`config.mk`:
```
export PLATFORM = sky130hd
export DESIGN_NAME = scaled_ls_unit
export DESIGN_NICKNAME = d
export VERILOG_FILES = /design/src/rtl/lsu_pkg.sv /design/src/rtl/lsu_addr_gen.sv /design/src/rtl/lsu_store_lanes.sv /design/src/rtl/lsu_load_extend.sv /design/src/rtl/scaled_ls_unit.sv
export SDC_FILE = /design/constraint.sdc
export NUM_CORES = 1
export LEC_CHECK = 0
export ABC_CLOCK_PERIOD_IN_PS = 4300
export BUFFER_PORTS_ARGS = -buffer_cell sky130_fd_sc_hd__buf_2
export CORE_ASPECT_RATIO = 0.8
export CORE_MARGIN = 5
export CORE_UTILIZATION = 30
export DETAILED_ROUTE_END_ITERATION = 10
export GPL_TIMING_DRIVEN = 0
export PLACE_DENSITY = 0.62
export REMOVE_ABC_BUFFERS = 1
export SYNTH_ARGS = -nofsm -noshare
export SYNTH_HDL_FRONTEND = slang
export SYNTH_SLANG_ARGS = --single-unit
export TNS_END_PERCENT = 50
```
`constraint.sdc`:
```
create_clock -name clk -period 4.3 [get_ports clk]
set_clock_uncertainty 0.15 [all_clocks]
set_input_delay 0.645 -clock clk [delete_from_list [all_inputs] [get_ports clk]]
set_output_delay 0.645 -clock clk [all_outputs]
set_load 0.05 [all_outputs]
```
`src/rtl/lsu_pkg.sv`:
```
package lsu_pkg;
   typedef enum logic [1:0] {
      SZ_BYTE = 2'd0,
      SZ_HALF = 2'd1,
      SZ_WORD = 2'd2,
      SZ_RSVD = 2'd3
   } acc_size_e;

   typedef struct packed {
      acc_size_e  size;
      logic       sgn;
      logic [1:0] lo;
      logic [3:0] rd;
   } load_ctx_t;
endpackage

```
`src/rtl/lsu_addr_gen.sv`:
```
module lsu_addr_gen #(
   parameter int AW      = 32,
   parameter int SHIFT_W = 2
) (
   input  logic [AW-1:0]      base,
   input  logic [AW-1:0]      offset,
   input  logic [SHIFT_W-1:0] shift,
   input  lsu_pkg::acc_size_e size,
   output logic [AW-1:0]      addr,
   output logic               misaligned
);
   import lsu_pkg::*;

   assign addr = base + (offset << shift);

   always_comb begin
      unique case (size)
         SZ_HALF: misaligned = addr[0];
         SZ_WORD: misaligned = |addr[1:0];
         default: misaligned = 1'b0;
      endcase
   end
endmodule

```
`src/rtl/lsu_store_lanes.sv`:
```
module lsu_store_lanes #(
   parameter int DW = 32
) (
   input  logic [DW-1:0]      data,
   input  logic [1:0]         lo,
   input  lsu_pkg::acc_size_e size,
   output logic [DW-1:0]      wdata,
   output logic [DW/8-1:0]    be
);
   import lsu_pkg::*;
   localparam int NB = DW / 8;

   always_comb begin
      unique case (size)
         SZ_BYTE: begin
            wdata = {NB{data[7:0]}};
            be    = NB'(1) << lo;
         end
         SZ_HALF: begin
            wdata = {(NB/2){data[15:0]}};
            be    = lo[1] ? NB'(4'b1100) : NB'(4'b0011);
         end
         default: begin
            wdata = data;
            be    = {NB{1'b1}};
         end
      endcase
   end
endmodule

```
`src/rtl/lsu_load_extend.sv`:
```
module lsu_load_extend #(
   parameter int DW = 32
) (
   input  logic [DW-1:0]      rdata,
   input  logic [1:0]         lo,
   input  lsu_pkg::acc_size_e size,
   input  logic               sgn,
   output logic [DW-1:0]      result
);
   import lsu_pkg::*;
   localparam int NB = DW / 8;

   logic [7:0]  lane_b [NB];
   logic [15:0] lane_h [NB/2];

   for (genvar g = 0; g < NB; g++) begin : g_byte
      assign lane_b[g] = rdata[8*g +: 8];
   end
   for (genvar g = 0; g < NB/2; g++) begin : g_half
      assign lane_h[g] = rdata[16*g +: 16];
   end

   logic [7:0]  sel_b;
   logic [15:0] sel_h;
   assign sel_b = lane_b[lo];
   assign sel_h = lane_h[lo[1]];

   always_comb begin
      unique case (size)
         SZ_BYTE: result = {{(DW-8){sgn & sel_b[7]}}, sel_b};
         SZ_HALF: result = {{(DW-16){sgn & sel_h[15]}}, sel_h};
         default: result = rdata;
      endcase
   end
endmodule

```
`src/rtl/scaled_ls_unit.sv`:
```
module scaled_ls_unit #(
   parameter int AW      = 32,
   parameter int DW      = 32,
   parameter int SHIFT_W = 2,
   parameter int REG_W   = 4,
   parameter int SP_IDX  = 13,
   parameter int PC_IDX  = 15
) (
   input  logic               clk,
   input  logic               rst_n,
   input  logic               req_valid,
   output logic               req_ready,
   input  logic               req_is_load,
   input  logic [1:0]         req_size,
   input  logic               req_signed,
   input  logic [AW-1:0]      req_base,
   input  logic [AW-1:0]      req_offset,
   input  logic [SHIFT_W-1:0] req_shift,
   input  logic [REG_W-1:0]   req_rt,
   input  logic [REG_W-1:0]   req_rn,
   input  logic [REG_W-1:0]   req_rm,
   input  logic [DW-1:0]      req_store_data,
   output logic               mem_req_valid,
   input  logic               mem_req_ready,
   output logic               mem_we,
   output logic [AW-1:0]      mem_addr,
   output logic [DW/8-1:0]    mem_be,
   output logic [DW-1:0]      mem_wdata,
   input  logic               mem_rsp_valid,
   input  logic [DW-1:0]      mem_rsp_rdata,
   output logic               wb_en,
   output logic [REG_W-1:0]   wb_rd,
   output logic [DW-1:0]      wb_data,
   output logic               br_valid,
   output logic [DW-1:0]      br_target,
   output logic               pc_fault,
   output logic               err_illegal,
   output logic               err_unaligned
);
   import lsu_pkg::*;

   localparam logic [REG_W-1:0] SP = REG_W'(SP_IDX);
   localparam logic [REG_W-1:0] PC = REG_W'(PC_IDX);

   if (DW != 32) begin : g_chk_dw
      $error("scaled_ls_unit: DW must be 32");
   end
   if (AW < 2) begin : g_chk_aw
      $error("scaled_ls_unit: AW must be at least 2");
   end
   if (SP_IDX == PC_IDX || PC_IDX >= (1 << REG_W) || SP_IDX >= (1 << REG_W)) begin : g_chk_reg
      $error("scaled_ls_unit: bad special register indices");
   end

   acc_size_e size;
   assign size = acc_size_e'(req_size);

   logic misaligned;
   lsu_addr_gen #(.AW(AW), .SHIFT_W(SHIFT_W)) u_addr (
      .base(req_base), .offset(req_offset), .shift(req_shift),
      .size(size), .addr(mem_addr), .misaligned(misaligned)
   );

   lsu_store_lanes #(.DW(DW)) u_lanes (
      .data(req_store_data), .lo(mem_addr[1:0]), .size(size),
      .wdata(mem_wdata), .be(mem_be)
   );

   // legality of register and type combination
   logic illegal;
   always_comb begin
      illegal = 1'b0;
      if (size == SZ_RSVD)                         illegal = 1'b1;
      if (req_signed && !req_is_load)              illegal = 1'b1;
      if (req_rn == PC)                            illegal = 1'b1;
      if (req_rm == SP || req_rm == PC)            illegal = 1'b1;
      if (req_rt == SP && size != SZ_WORD)         illegal = 1'b1;
      if (req_rt == PC && !(req_is_load && size == SZ_WORD)) illegal = 1'b1;
   end

   logic      pend_q;
   load_ctx_t ctx_q;
   logic      good, accept;

   assign good          = !illegal && !misaligned;
   assign mem_req_valid = req_valid && good && !pend_q;
   assign mem_we        = !req_is_load;
   assign req_ready     = !pend_q && (!good || mem_req_ready);
   assign accept        = req_valid && req_ready;

   logic [DW-1:0] ext;
   lsu_load_extend #(.DW(DW)) u_ext (
      .rdata(mem_rsp_rdata), .lo(ctx_q.lo), .size(ctx_q.size),
      .sgn(ctx_q.sgn), .result(ext)
   );

   logic rsp_hit;
   assign rsp_hit = mem_rsp_valid && pend_q;

   always_ff @(posedge clk) begin
      if (!rst_n) begin
         pend_q        <= 1'b0;
         ctx_q         <= '0;
         err_illegal   <= 1'b0;
         err_unaligned <= 1'b0;
         wb_en         <= 1'b0;
         wb_rd         <= '0;
         wb_data       <= '0;
         br_valid      <= 1'b0;
         br_target     <= '0;
         pc_fault      <= 1'b0;
      end else begin
         err_illegal   <= accept && illegal;
         err_unaligned <= accept && !illegal && misaligned;
         if (accept && good && req_is_load) begin
            pend_q <= 1'b1;
            ctx_q  <= '{size: size, sgn: req_signed, lo: mem_addr[1:0], rd: req_rt};
         end else if (rsp_hit) begin
            pend_q <= 1'b0;
         end
         wb_en     <= rsp_hit && ctx_q.rd != PC;
         br_valid  <= rsp_hit && ctx_q.rd == PC && mem_rsp_rdata[0];
         pc_fault  <= rsp_hit && ctx_q.rd == PC && !mem_rsp_rdata[0];
         if (rsp_hit) begin
            wb_rd     <= ctx_q.rd;
            wb_data   <= ext;
            br_target <= {mem_rsp_rdata[DW-1:1], 1'b0};
         end
      end
   end

   p_busy_after_load_r13: assert property (@(posedge clk) disable iff (!rst_n)
      (mem_req_valid && mem_req_ready && !mem_we) |=> !req_ready);
   p_wb_follows_rsp_r12: assert property (@(posedge clk) disable iff (!rst_n)
      wb_en |-> $past(mem_rsp_valid));
   p_branch_aligned_r10: assert property (@(posedge clk) disable iff (!rst_n)
      br_valid |-> (!br_target[0] && !wb_en && !pc_fault));
   p_fault_no_issue_r9: assert property (@(posedge clk) disable iff (!rst_n)
      (err_unaligned || err_illegal) |-> !$past(mem_req_valid));
   p_err_exclusive_r8: assert property (@(posedge clk) disable iff (!rst_n)
      !(err_illegal && err_unaligned));
endmodule

```
# After elaboration in Yosys (flattened, before gate mapping)
# Index checks and enable logic that the tools add are counted.
# classes
n_mul	0
div_mod_pow	0
eq_ne	12
addsub	1
muxes	19
reduce_logical	32
bitwise_logic	4
shift	2
magnitude_cmp	2
# ops
op	count
one-hot mux 32 bit (2 select lines)	2
two-way mux 16 bit	3
adder 32 bit	1
left shift 32 x 2 -> 32 bit	1
== test 4 bit, second input constant	6
logical AND 1 bit	19
binary-select mux 8 bit (select 2 bit)	1
two-way mux 8 bit	2
two-way mux 1 bit	8
one-hot mux 4 bit (2 select lines)	1
logical NOT 1 bit	7
== test 2 x 1 -> 1 bit, second input constant	2
== test 2 bit, second input constant	2
logical NOT 2 bit	2
two-way mux 4 bit	1
!= test 4 bit, second input constant	1
left shift 1 x 2 -> 4 bit, first input constant	1
greater-or-equal comparator 3 bit, second input constant	1
NOT 2 -> 3 bit	1
bitwise AND 1 bit	2
greater-or-equal comparator 2 bit, second input constant	1
logical OR 1 bit	2
!= test 2 bit, second input constant	1
NOT 1 -> 2 bit	1
other kinds (3)	3
# totals
mem_bits_ro	0
out_inout_bits	144
latchBits	0
n_memories	0
ramBits	0
inputBits	151
reg_bits	82

# Depth between registers and ports, before layout
# depth
ltp_word	16
mapped_depth	15
depth_no_buf	12

# Cells and area by module
# From an unflattened synthesis, not the netlist that was laid out.
# hier_totals
cells_unflattened	794
area_unflattened_um2	6784.0
# by_module_without_submodules
module	instances	area_per_inst_um2	cells_each
scaled_ls_unit	1	3148.0	367
lsu_addr_gen	1	2397.3	274
lsu_load_extend	1	706.9	93
lsu_store_lanes	1	531.8	60

# Least setup slack after synthesis
# Ideal clock, no wire load.
# synth_timing
path_kind	input-to-output
from	input port req_shift[0]
to	output port mem_addr[31]
slack_ns	-0.729
t_arrival_ns	4.234
stages	11
path_buffers	2
required_ns	3.505
cell_sequence	buf_2 buf_2 mux4_2 ha_1 and3_1 and2_1 nand3_2 a31oi_4 nand2_1 o2111a_1 a211oi_1
# synth_between
elab_chain_len	2
# synth_lines
element	line_no	source
from (decl)	scaled_ls_unit.sv:18	input logic [SHIFT_W-1:0] req_shift,
left shift 32 x 2 -> 32 bit	lsu_addr_gen.sv:14	assign addr = base + (offset << shift);
adder 32 bit	lsu_addr_gen.sv:14	
to (decl)	scaled_ls_unit.sv:26	output logic [AW-1:0] mem_addr,
# Every way passes these cells.

# Worst setup path after layout
# layout_timing
from	input port req_shift[0]
to	output port mem_addr[26]
# Same word-level chain as after synthesis.

==> flow_summary.json <==
{
  "cp_top_family": "compound AO/OA/AOI/OAI gates",
  "ys_warn_count": 0,
  "slowest_delay_ns": 0.51,
  "grt_pass1_wl_um": 34500,
  "wl_per_cell_um": 17.0,
  "synth_area_leader_cell": "dfxtp_1",
  "grt_max_degree": 85,
  "setup_viol": 0,
  "cp.buffers_inverters": 2,
  "num-fill-cells": 2231,
  "antenna_left": 0,
  "met2_usage": 0.269,
  "syn_avg_cell_area_um2": 8.24,
  "cts-root-buf": "clkbuf_16",
  "use_met1": 0.241,
  "start_kind": "input port",
  "drv_cap": 0,
  "critical_path.endpoint_type": "output port",
  "grtUsageTotal": 0.168,
  "slowest_stage": "mux4_2",
  "period_share": 0.977,
  "rows": 48,
  "cp.required_ns": 3.50,
  "cts_buffers": 9,
  "status": "completed",
  "remaining_drc_errors": 0,
  "die_w_um": 175,
  "wl_um": 22400,
  "path_max_fanout": 17,
  "use_met3": 0.0303,
  "busiest_layer": "met2",
  "vias": 6716,
  "antenna_found_initial": 2,
  "dp_cells": 1298,
  "final_cell_mix": "280 x buf_2, 197 x nand2_1, 81 x dfxtp_1",
  "mostFrequentLayoutCell": "buf_2",
  "first_pass_iters": 5,
  "synth_edf_count": 0,
  "synth_seq_cells": 82,
  "nNetsFinal": 1224,
  "drive_gt1_frac": 0.369,
  "synth_flop_cell": "dfxtp_1",
  "clock-sinks": 82,
  "grt_pass1_vias": 6304,
  "crit_chain": "buf_16 -> mux4_2 -> ha_1 -> and3_1 -> and2_2 -> o31ai_4 -> o21ai_2 -> a31oi_1 -> o21ai_0 -> xor2_1 -> buf_4",
  "cts_tree": "built",
  "post-route-util": 0.399,
  "die_y_um": 142,
  "core-area_um2": 21500,
  "clk_latency_ns": 0.34,
  "period_needed_ns": 4.20,
  "overflow": 0,
  "start_util": 0.304,
  "slew_viol_final": 0,
  "worst_hold_slack_ns": 0.310,
  "ios": 295,
  "ctsHoldBuffers": 0,
  "worstMarginPinSlew_ns": 0.906,
  "synth.yosys.seq_area_share": 0.251,
  "gp_congestion": 0.840,
  "synth_cells": 792,
  "io_buffers": 292,
  "place_hpwl_um": 17100,
  "clk_pin_slew_ns": 0.06,
  "crit_type": "in -> out",
  "synth_area_leaders": "dfxtp_1 25%, mux4_2 12%, nand2_1 11%",
  "p_leak_uw": 0.00413,
  "hp-class": "reg -> reg",
  "netlist_area_um2": 6530,
  "cts_buffer_depth": 2,
  "synth_top_area_share": 0.251,
  "dieArea_um2": 24800,
  "rsz0062_at_grt": "yes",
  "crit_arrival_ns": 3.40,
  "relSlewSlack": 0.396,
  "final-hold-violation-count": 0,
  "powerDensity_nw_per_um2": 343,
  "drt_iter0_markers": 493,
  "peakVddDrop_uv": 186,
  "synthArstFlopShare": 0,
  "finalNonFillerCells": 1319,
  "h-tree-depth": 3,
  "area_delta_synth_final_pct": 31.2,
  "fmax_mhz": 238,
  "viasPerCell": 5.09,
  "ys_types": 65
}
[sequential cells by signal, indices dropped and copies added, names as in the netlist]
| signal | count |
|---|---|
| br_target | 31 |
| wb_rd | 4 |
| ctx_q | 9 |
| wb_data | 32 |
| err_illegal | 1 |
| pc_fault | 1 |
| pend_q | 1 |
| wb_en | 1 |
| br_valid | 1 |
| err_unaligned | 1 |
[worst min-delay path: stages (launching register included)]
cell and delay [ns]:
dfxtp_1 0.31, nand2_1 0.04, a21boi_0 0.06
[synthesized netlist by cell type, types with 10 or more instances]
library cell  count
a21oi_1          43
nand2_1         198
a21o_1           11
ha_1             35
xnor2_1          15
xor2_1           12
nor2b_1          16
inv_1            21
nand3_1          23
mux2i_1          17
clkbuf_1         42
o21ai_0          11
o211a_1          15
nor2_1           30
mux4_2           35
buf_4            10
dfxtp_1          82
a21boi_0         36
[path summary, 6_finish.rpt]
| check | slack [ns] | depth (start not counted) | end | start |
|---|---|---|---|---|
| worst max register to register | 1.85 | 6 | wb_data[29]$_SDFFE_PN0P_ | ctx_q[5]$_SDFFE_PN0P_ |
| worst min register to register | 0.31 | 2 | br_target[10]$_SDFFE_PN0P_ | br_target[10]$_SDFFE_PN0P_ |
| worst max-delay path | 0.10 | 11 | mem_addr[26] | req_shift[0] |
| worst min-delay path | 0.31 | 2 | br_target[10]$_SDFFE_PN0P_ | br_target[10]$_SDFFE_PN0P_ |
[cell families after synthesis]
kind of cell / synth area share
simple gates: 0.211
compound gates: 0.216
buf+inv: 0.0546
flops: 0.251
mux: 0.161
fa+ha+maj: 0.0701
xor+xnor: 0.0362
other cells: 0.000574
[through the flow]
| stage | cell area, um^2 | worst slack (ns) | total power, uW | setup TNS, ns |
|---|---|---|---|---|
| 6_report | 8570 | 0.101 | 2940 | 0 |
| 5_1_grt | 8570 | -0.0293 | 3080 | -0.0543 |
| 4_1_cts | 8460 | 0.00310 | 2940 | 0 |
| 3_5_place_dp | 8080 | -0.725 | 2090 | -13.29 |
| 3_3_place_gp | 8060 | -0.734 | 2090 | -12.07 |
| 2_1_floorplan | 6250 | -0.182 | 1720 | -0.182 |
[layout make-up]
class / count / area (um^2) / area share
Multi-Input combinational cell: 627 / 4600 / 0.537
Sequential cell: 82 / 1640 / 0.192
Timing Repair Buffer: 296 / 1580 / 0.184
Tap cell: 275 / 344 / 0.0402
Clock buffer: 12 / 267 / 0.0311
Inverter: 21 / 78.8 / 0.00920
Clock inverter: 4 / 48.8 / 0.00570
Antenna cell: 2 / 5.00 / 0.000584
[routing by layer]
metal / up-vias / part of all wire
met5: - / 0
met4: 0 / 0.0083
met3: 10 / 0.057
met2: 225 / 0.47
met1: 3153 / 0.47
li1: 3328 / -
[what timing repair did]
item,4_1_cts,5_1_grt
endpoints found under the setup margin,27,14
gates resized for setup,13,19
cloned,0,1
buffers inserted,1,1
pin swaps,1,2
[power by group]
part           total, uW  switching [uW]  internal, uW
Combinational       1350             915           440
Sequential           777            9.44           767
Clock                809             312           497
Power figures use the tool's default switching activity.
